$ cat config.mk
export PLATFORM = sky130hd
export DESIGN_NAME = scan_port
export DESIGN_NICKNAME = d
export VERILOG_FILES = /design/src/rtl/scan_port_pkg.sv /design/src/rtl/scan_fsm.sv /design/src/rtl/scan_ir.sv /design/src/rtl/scan_dr.sv /design/src/rtl/scan_port.sv
export SDC_FILE = /design/constraint.sdc
export NUM_CORES = 1
export LEC_CHECK = 0
export ABC_AREA = 1
export BUFFER_PORTS_ARGS = -buffer_cell sky130_fd_sc_hd__buf_2
export CAP_MARGIN = 20
export CORE_MARGIN = 2
export CORE_UTILIZATION = 30
export DETAILED_ROUTE_END_ITERATION = 7
export SYNTH_ARGS = -nofsm -noshare
export SYNTH_HDL_FRONTEND = slang
export SYNTH_SLANG_ARGS = --single-unit
$ cat constraint.sdc
create_clock -name tck_i -period 1.9 [get_ports tck_i]
set_clock_uncertainty 0.1 [all_clocks]
set_input_delay 0.095 -clock tck_i [delete_from_list [all_inputs] [get_ports tck_i]]
set_output_delay 0.095 -clock tck_i [all_outputs]
set_load 0.01 [all_outputs]
$ cat src/rtl/scan_port_pkg.sv
package scan_port_pkg;
  localparam int IR_W = 10;

  typedef enum logic [3:0] {
    ST_TLR, ST_RTI, ST_SEL_DR, ST_CAP_DR, ST_SH_DR, ST_EX1_DR, ST_PA_DR, ST_EX2_DR,
    ST_UPD_DR, ST_SEL_IR, ST_CAP_IR, ST_SH_IR, ST_EX1_IR, ST_PA_IR, ST_EX2_IR, ST_UPD_IR
  } tap_state_e;

  localparam logic [IR_W-1:0] OP_BYPASS  = 10'h3FF;
  localparam logic [IR_W-1:0] OP_IDCODE  = 10'h006;
  localparam logic [IR_W-1:0] OP_USER    = 10'h007;
  localparam logic [IR_W-1:0] OP_SAMPLE  = 10'h005;
  localparam logic [IR_W-1:0] OP_EXTEST  = 10'h00F;
  localparam logic [IR_W-1:0] OP_HIGHZ   = 10'h00B;
  localparam logic [IR_W-1:0] OP_CLAMP   = 10'h00A;
  localparam logic [IR_W-1:0] OP_PULSE   = 10'h001;
  localparam logic [IR_W-1:0] OP_CFG_IO  = 10'h00D;
  localparam logic [IR_W-1:0] IR_CAPTURE = 10'b00_0000_0001;
endpackage

$ cat src/rtl/scan_fsm.sv
module scan_fsm
  import scan_port_pkg::*;
(
  input  logic       tck_i,
  input  logic       rst_ni,
  input  logic       tms_i,
  output tap_state_e state_o,
  output tap_state_e next_o
);
  tap_state_e st_q, st_d;

  always_comb begin
    st_d = st_q;
    unique case (st_q)
      ST_TLR:    st_d = tms_i ? ST_TLR    : ST_RTI;
      ST_RTI:    st_d = tms_i ? ST_SEL_DR : ST_RTI;
      ST_SEL_DR: st_d = tms_i ? ST_SEL_IR : ST_CAP_DR;
      ST_CAP_DR: st_d = tms_i ? ST_EX1_DR : ST_SH_DR;
      ST_SH_DR:  st_d = tms_i ? ST_EX1_DR : ST_SH_DR;
      ST_EX1_DR: st_d = tms_i ? ST_UPD_DR : ST_PA_DR;
      ST_PA_DR:  st_d = tms_i ? ST_EX2_DR : ST_PA_DR;
      ST_EX2_DR: st_d = tms_i ? ST_UPD_DR : ST_SH_DR;
      ST_UPD_DR: st_d = tms_i ? ST_SEL_DR : ST_RTI;
      ST_SEL_IR: st_d = tms_i ? ST_TLR    : ST_CAP_IR;
      ST_CAP_IR: st_d = tms_i ? ST_EX1_IR : ST_SH_IR;
      ST_SH_IR:  st_d = tms_i ? ST_EX1_IR : ST_SH_IR;
      ST_EX1_IR: st_d = tms_i ? ST_UPD_IR : ST_PA_IR;
      ST_PA_IR:  st_d = tms_i ? ST_EX2_IR : ST_PA_IR;
      ST_EX2_IR: st_d = tms_i ? ST_UPD_IR : ST_SH_IR;
      ST_UPD_IR: st_d = tms_i ? ST_SEL_DR : ST_RTI;
      default:   st_d = ST_TLR;
    endcase
  end

  always_ff @(posedge tck_i or negedge rst_ni)
    if (!rst_ni) st_q <= ST_TLR;
    else         st_q <= st_d;

  assign state_o = st_q;
  assign next_o  = st_d;

  // five TMS-high edges reach Test-Logic-Reset from anywhere
  p_tms_reset_r2: assert property (@(posedge tck_i) disable iff (!rst_ni)
    (tms_i && $past(tms_i, 1) && $past(tms_i, 2) && $past(tms_i, 3) && $past(tms_i, 4))
      |=> st_q == ST_TLR);
endmodule

$ cat src/rtl/scan_ir.sv
module scan_ir
  import scan_port_pkg::*;
(
  input  logic            tck_i,
  input  logic            rst_ni,
  input  tap_state_e      state_i,
  input  logic            tdi_i,
  output logic [IR_W-1:0] ir_o,
  output logic            ir_tdo_o
);
  logic [IR_W-1:0] sr_q, ir_q;

  always_ff @(posedge tck_i or negedge rst_ni)
    if (!rst_ni)                    sr_q <= IR_CAPTURE;
    else if (state_i == ST_CAP_IR)  sr_q <= IR_CAPTURE;
    else if (state_i == ST_SH_IR)   sr_q <= {tdi_i, sr_q[IR_W-1:1]};

  // active instruction moves on the falling edge
  always_ff @(negedge tck_i or negedge rst_ni)
    if (!rst_ni)                    ir_q <= OP_IDCODE;
    else if (state_i == ST_TLR)     ir_q <= OP_IDCODE;
    else if (state_i == ST_UPD_IR)  ir_q <= sr_q;

  assign ir_o     = ir_q;
  assign ir_tdo_o = sr_q[0];

  p_ir_capture_r3: assert property (@(posedge tck_i) disable iff (!rst_ni)
    state_i == ST_CAP_IR |=> sr_q[1:0] == 2'b01);

  p_tlr_idcode_r2: assert property (@(negedge tck_i) disable iff (!rst_ni)
    state_i == ST_TLR |=> ir_q == OP_IDCODE);

  p_ir_hold_r4: assert property (@(negedge tck_i) disable iff (!rst_ni)
    (state_i != ST_UPD_IR && state_i != ST_TLR) |=> $stable(ir_q));
endmodule

$ cat src/rtl/scan_dr.sv
module scan_dr
  import scan_port_pkg::*;
#(
  parameter int              ID_W     = 32,
  parameter logic [ID_W-1:0] ID_VALUE = 32'h1BAD_0F0D
) (
  input  logic            tck_i,
  input  logic            rst_ni,
  input  tap_state_e      state_i,
  input  logic            tdi_i,
  input  logic            sel_id_i,
  input  logic            sel_user_i,
  input  logic            sel_bsr_i,
  input  logic [ID_W-1:0] user_code_i,
  input  logic            bsr_tdo_i,
  output logic            dr_tdo_o
);
  logic            byp_q;
  logic [ID_W-1:0] id_q;

  always_ff @(posedge tck_i or negedge rst_ni)
    if (!rst_ni) begin
      byp_q <= 1'b0;
      id_q  <= ID_VALUE;
    end else if (state_i == ST_CAP_DR) begin
      byp_q <= 1'b0;
      if (sel_id_i) id_q <= sel_user_i ? user_code_i : ID_VALUE;
    end else if (state_i == ST_SH_DR) begin
      byp_q <= tdi_i;
      if (sel_id_i) id_q <= {tdi_i, id_q[ID_W-1:1]};
    end

  assign dr_tdo_o = sel_bsr_i ? bsr_tdo_i : (sel_id_i ? id_q[0] : byp_q);

  p_byp_capture_r5: assert property (@(posedge tck_i) disable iff (!rst_ni)
    state_i == ST_CAP_DR |=> !byp_q);

  p_id_lsb_r6: assert property (@(posedge tck_i) disable iff (!rst_ni)
    (state_i == ST_CAP_DR && sel_id_i && !sel_user_i) |=> id_q[0]);
endmodule

$ cat src/rtl/scan_port.sv
module scan_port
  import scan_port_pkg::*;
#(
  parameter int              ID_W     = 32,
  parameter logic [ID_W-1:0] ID_VALUE = 32'h1BAD_0F0D
) (
  input  logic            tck_i,
  input  logic            rst_ni,
  input  logic            tms_i,
  input  logic            tdi_i,
  input  logic [ID_W-1:0] user_code_i,
  input  logic            bsr_tdo_i,
  output logic            tdo_o,
  output logic            tdo_oe_o,
  output logic            bsr_capture_o,
  output logic            bsr_shift_o,
  output logic            bsr_update_o,
  output logic            bsr_drive_o,
  output logic            io_highz_o,
  output logic            io_clamp_o,
  output logic            cfg_io_sel_o,
  output logic            reconfig_pulse_o
);
  tap_state_e      st, nxt;
  logic [IR_W-1:0] ir;
  logic            ir_tdo, dr_tdo;
  logic            sel_id, sel_user, sel_bsr, is_pulse;
  logic            tdo_q, oe_q, pulse_q;
  logic            sh_ir, sh_dr;

  scan_fsm u_fsm (.tck_i, .rst_ni, .tms_i, .state_o(st), .next_o(nxt));

  scan_ir u_ir (.tck_i, .rst_ni, .state_i(st), .tdi_i, .ir_o(ir), .ir_tdo_o(ir_tdo));

  // decode; unlisted opcodes fall through to bypass
  always_comb begin
    sel_id = 1'b0; sel_user = 1'b0; sel_bsr = 1'b0; is_pulse = 1'b0;
    io_highz_o = 1'b0; io_clamp_o = 1'b0; bsr_drive_o = 1'b0; cfg_io_sel_o = 1'b0;
    case (ir)
      OP_IDCODE: sel_id = 1'b1;
      OP_USER:   begin sel_id = 1'b1; sel_user = 1'b1; end
      OP_SAMPLE: sel_bsr = 1'b1;
      OP_EXTEST: begin sel_bsr = 1'b1; bsr_drive_o = 1'b1; end
      OP_HIGHZ:  io_highz_o = 1'b1;
      OP_CLAMP:  begin io_clamp_o = 1'b1; bsr_drive_o = 1'b1; end
      OP_CFG_IO: cfg_io_sel_o = 1'b1;
      OP_PULSE:  is_pulse = 1'b1;
      default:   ;
    endcase
  end

  scan_dr #(.ID_W(ID_W), .ID_VALUE(ID_VALUE)) u_dr (
    .tck_i, .rst_ni, .state_i(st), .tdi_i,
    .sel_id_i(sel_id), .sel_user_i(sel_user), .sel_bsr_i(sel_bsr),
    .user_code_i, .bsr_tdo_i, .dr_tdo_o(dr_tdo)
  );

  assign sh_ir = (st == ST_SH_IR);
  assign sh_dr = (st == ST_SH_DR);

  assign bsr_capture_o = sel_bsr && (st == ST_CAP_DR);
  assign bsr_shift_o   = sel_bsr && sh_dr;
  assign bsr_update_o  = sel_bsr && (st == ST_UPD_DR);

  always_ff @(negedge tck_i or negedge rst_ni)
    if (!rst_ni) begin
      tdo_q <= 1'b0;
      oe_q  <= 1'b0;
    end else begin
      oe_q <= sh_ir | sh_dr;
      if (sh_ir)      tdo_q <= ir_tdo;
      else if (sh_dr) tdo_q <= dr_tdo;
    end

  always_ff @(posedge tck_i or negedge rst_ni)
    if (!rst_ni) pulse_q <= 1'b0;
    else         pulse_q <= is_pulse && (nxt == ST_RTI) && (st != ST_RTI);

  assign tdo_o            = tdo_q;
  assign tdo_oe_o         = oe_q;
  assign reconfig_pulse_o = pulse_q;

  p_oe_shift_only_r11: assert property (@(posedge tck_i) disable iff (!rst_ni)
    tdo_oe_o |-> (sh_ir || sh_dr));

  p_pulse_single_r10: assert property (@(posedge tck_i) disable iff (!rst_ni)
    reconfig_pulse_o |=> !reconfig_pulse_o);

  p_pulse_rti_r10: assert property (@(posedge tck_i) disable iff (!rst_ni)
    reconfig_pulse_o |-> st == ST_RTI);
endmodule

==> results.json <==
{
  "status": "complete, but fails checks",
  "violations": "setup timing",
  "rsz0062_at_grt": "yes",
  "synth-seq-area-share_pct": 50.31,
  "clock_latency_ns": 0.38,
  "combPwrFrac_pct": 49.5,
  "cts.htree.levels": 3,
  "drive_above_1_share_pct": 51.36,
  "grt_start_max_net_pins": 40,
  "worstHoldPathType": "input port to async pin",
  "ant_nets": 0,
  "p_leak_uw": 0.002541,
  "overflow": 0,
  "grt_pass1_wl_um": 15170,
  "die_height_um": 104.5,
  "maxCapViolCount": 0,
  "tightest_slew_ns": 0.5191,
  "end_kind": "primary output",
  "synth_top_area_cell": "dfrtp_1",
  "netlist-cell-type-count": 29,
  "slowest_delay_ns": 0.55,
  "nets": 583,
  "grt_pass1_vias": 3259,
  "final-setup-viol-count": 54,
  "synthCells": 377,
  "power.total_uw": 6845,
  "synth_area_um2": 3032,
  "dpl.hpwl_um": 5660,
  "num_vias": 3317,
  "ys_warn_count": 0,
  "root_buffer": "clkbuf_8",
  "utilization_pct": 54.57,
  "die_width_um": 104.5,
  "powerDensity_nw_per_um2": 1283,
  "fill_cells": 818,
  "routed_wl_um": 10120,
  "viasPerCell": 4.849,
  "yosys-top-cells-area": "dfrtp_1 (26%), dfstp_2 (16%), dfrtn_1 (8.3%)",
  "path_common_cell": "nand2_4",
  "pwr-share-seq_pct": 31.7,
  "slew_violations": 0,
  "boundaryPins": 47,
  "switching_power_uw": 2659,
  "antenna_cells": 0,
  "clkTransAtPathRegs_ns": 0.06,
  "holdWs_ns": 0.1100,
  "critPathSlowestCell": "dfstp_2",
  "wl_per_cell_um": 14.79,
  "setup_ws_ns": -0.8859,
  "synth_nets": 414,
  "cts_tree": "done",
  "port_buffers": 46,
  "drc": 0,
  "ys_ff_latch": 60,
  "row_count": 36,
  "place.gp.congestion": 0.8651,
  "initial_utilization_pct": 31.02,
  "clockPowerShare_pct": 18.7,
  "critPathKind": "flip-flop to primary output",
  "p_sw_share_pct": 38.85,
  "startpoint_type": "flip-flop",
  "required_ns": 1.70,
  "coreArea_um2": 9774,
  "dr.pass1.iters": 5,
  "cts.sinks": 60,
  "arrival_ns": 2.59,
  "cts_made_buffers": 9,
  "areaGrowthSynthToFinish_pct": 75.94,
  "design_area_um2": 5334,
  "max-slew-margin-rel_pct": 65.39,
  "clock_path_buffers": 2,
  "netlist.area_leader.share_pct": 25.59,
  "synth.avg_cell_area_um2": 8.042,
  "placed_cell_area_um2": 3796,
  "hold_viol_final": 0,
  "pre_cts_slack_ns": -0.7325,
  "power.internal_uw": 4186,
  "cp_max_fo": 4,
  "dieArea_um2": 10930,
  "drtIter0Drc": 273,
  "ir_drop_mv": 0.4960,
  "antenna_found_initial": 0,
  "grtUsageTotal_pct": 17.42,
  "path_cells": "buf_4, inv_2, nor2_2, nand2_4, nand2_4, inv_4, nor2_4, buf_6"
}
## routing by layer
layer / up-vias / share of wire, % / wire length [um] / GRT usage, %
li1: 1584 / - / - / -
met1: 1600 / 43 / 4340 / 21.68
met2: 103 / 49 / 4982 / 29.04
met3: 30 / 4.5 / 453 / 3.321
met4: 0 / 3.4 / 340 / 8.205
met5: - / 0 / 0 / 0
## final timing paths
| path | from | end | slack, ns | cells after the start |
|---|---|---|---|---|
| max in group asynchronous | rst_ni | u_ir.ir_o[2]$_DFFE_NN1P_ | 0.36 | 2 |
| min in group tck_i | tdo_o$_DFFE_NN0P_ | tdo_o$_DFFE_NN0P_ | 0.32 | 2 |
| min | rst_ni | u_ir.sr_q[1]$_DFFE_PN0N_ | 0.11 | 2 |
| max reg2reg | u_ir.ir_o[1]$_DFFE_NN1P_ | u_dr.id_q[28]$_DFFE_PN1P_ | -0.83 | 9 |
| min reg2reg | tdo_o$_DFFE_NN0P_ | tdo_o$_DFFE_NN0P_ | 0.32 | 2 |
| max | u_ir.ir_o[2]$_DFFE_NN1P_ | bsr_capture_o | -0.89 | 8 |
## power by group through the flow
stage	Combinational, uW	Sequential (uW)	Clock, uW
global route	3670	2220	1370
finish	3390	2170	1280
CTS	2800	2120	1290
floorplan	1510	2070	9.89
global placement	2080	2110	9.89
detailed placement	2130	2130	9.89
## synthesized netlist by cell type
master	number
o211ai_1	2
clkbuf_2	1
buf_6	5
nor4_1	2
nand4_1	2
nor2_1	50
inv_1	49
buf_4	2
o21ai_0	31
dfstp_2	19
buf_2	6
dfrtp_1	31
o22ai_1	25
clkinv_1	3
nor2_4	3
nand2b_1	1
nor2_2	3
a31oi_1	8
o21ai_1	6
nor2_8	1
inv_2	4
nand3_1	11
nand2_1	64
nor3_1	17
a21oi_1	15
dfrtn_1	10
clkbuf_1	1
a22oi_1	1
nand2_2	4
## sequential cells by signal (all words and copies together) (netlist names)
signal	flops
reconfig_pulse_o	1
tdo_o	1
tdo_oe_o	1
u_dr.byp_q	1
u_dr.id_q	32
u_fsm.state_o	4
u_ir.ir_o	10
u_ir.sr_q	10
## layout make-up
| cell class | count | area [um2] | share of cell area (%) |
|---|---|---|---|
| well taps | 133 | 166.4 | 3.120 |
| repair buffers | 168 | 1444 | 27.07 |
| multi-input cells | 249 | 1740 | 32.63 |
| repair inverters | 1 | 8.758 | 0.1642 |
| inverters | 55 | 229.0 | 4.293 |
| clock buffers | 11 | 131.4 | 2.463 |
| flip-flops and latches | 60 | 1530 | 28.69 |
| clock inverters | 7 | 83.83 | 1.572 |
## worst max-delay path: cells and delay by family, from the launching register on
kind	cells	cell delay, ns
buf+inv	4	0.32
flops	1	0.55
simple gates	4	0.38
## per-stage QoR
step | instances | setup TNS, ns
floorplan | 377 | -21.63
global placement | 589 | -29.75
CTS | 667 | -33.75
global route | 684 | -38.94
finish | 684 | -34.78
detailed placement | 589 | -30.57
## cells by family (layout without fill, tap and decap cells)
logic type             count (synthesis)  count (layout)  share of synthesized area (%)
and+or+nand+nor                      158             161                          22.99
DFF                                   60              60                          50.31
AOI/OAI and AO/OA                     88              88                          16.14
buffers and inverters                 71             242                          10.56
## placed cells by master (no fill, tap or decap), types with 11 or more instances in the layout
master and instances:
o21ai_1 15, o22ai_1 20, dfrtp_1 27, buf_6 28, buf_4 52, nand2_1 43, nor2_1 38, nor2_4 14
dfstp_2 19, inv_1 41, nand2_2 13, buf_2 45, dlygate4sd3_1 35, nand2_4 11, nor3_4 12, o21ai_2 14
## repair_timing
action | in CTS | in global routing
cloned | 7 | 2
pin swaps | 33 | 40
resized for setup | 81 | 84
hold buffers | 35 | 0
buffers inserted | 19 | 16
hold endpoints to repair | 41 | 0
endpoints found under the setup margin | 54 | 54
Power figures use the tool's default switching activity.
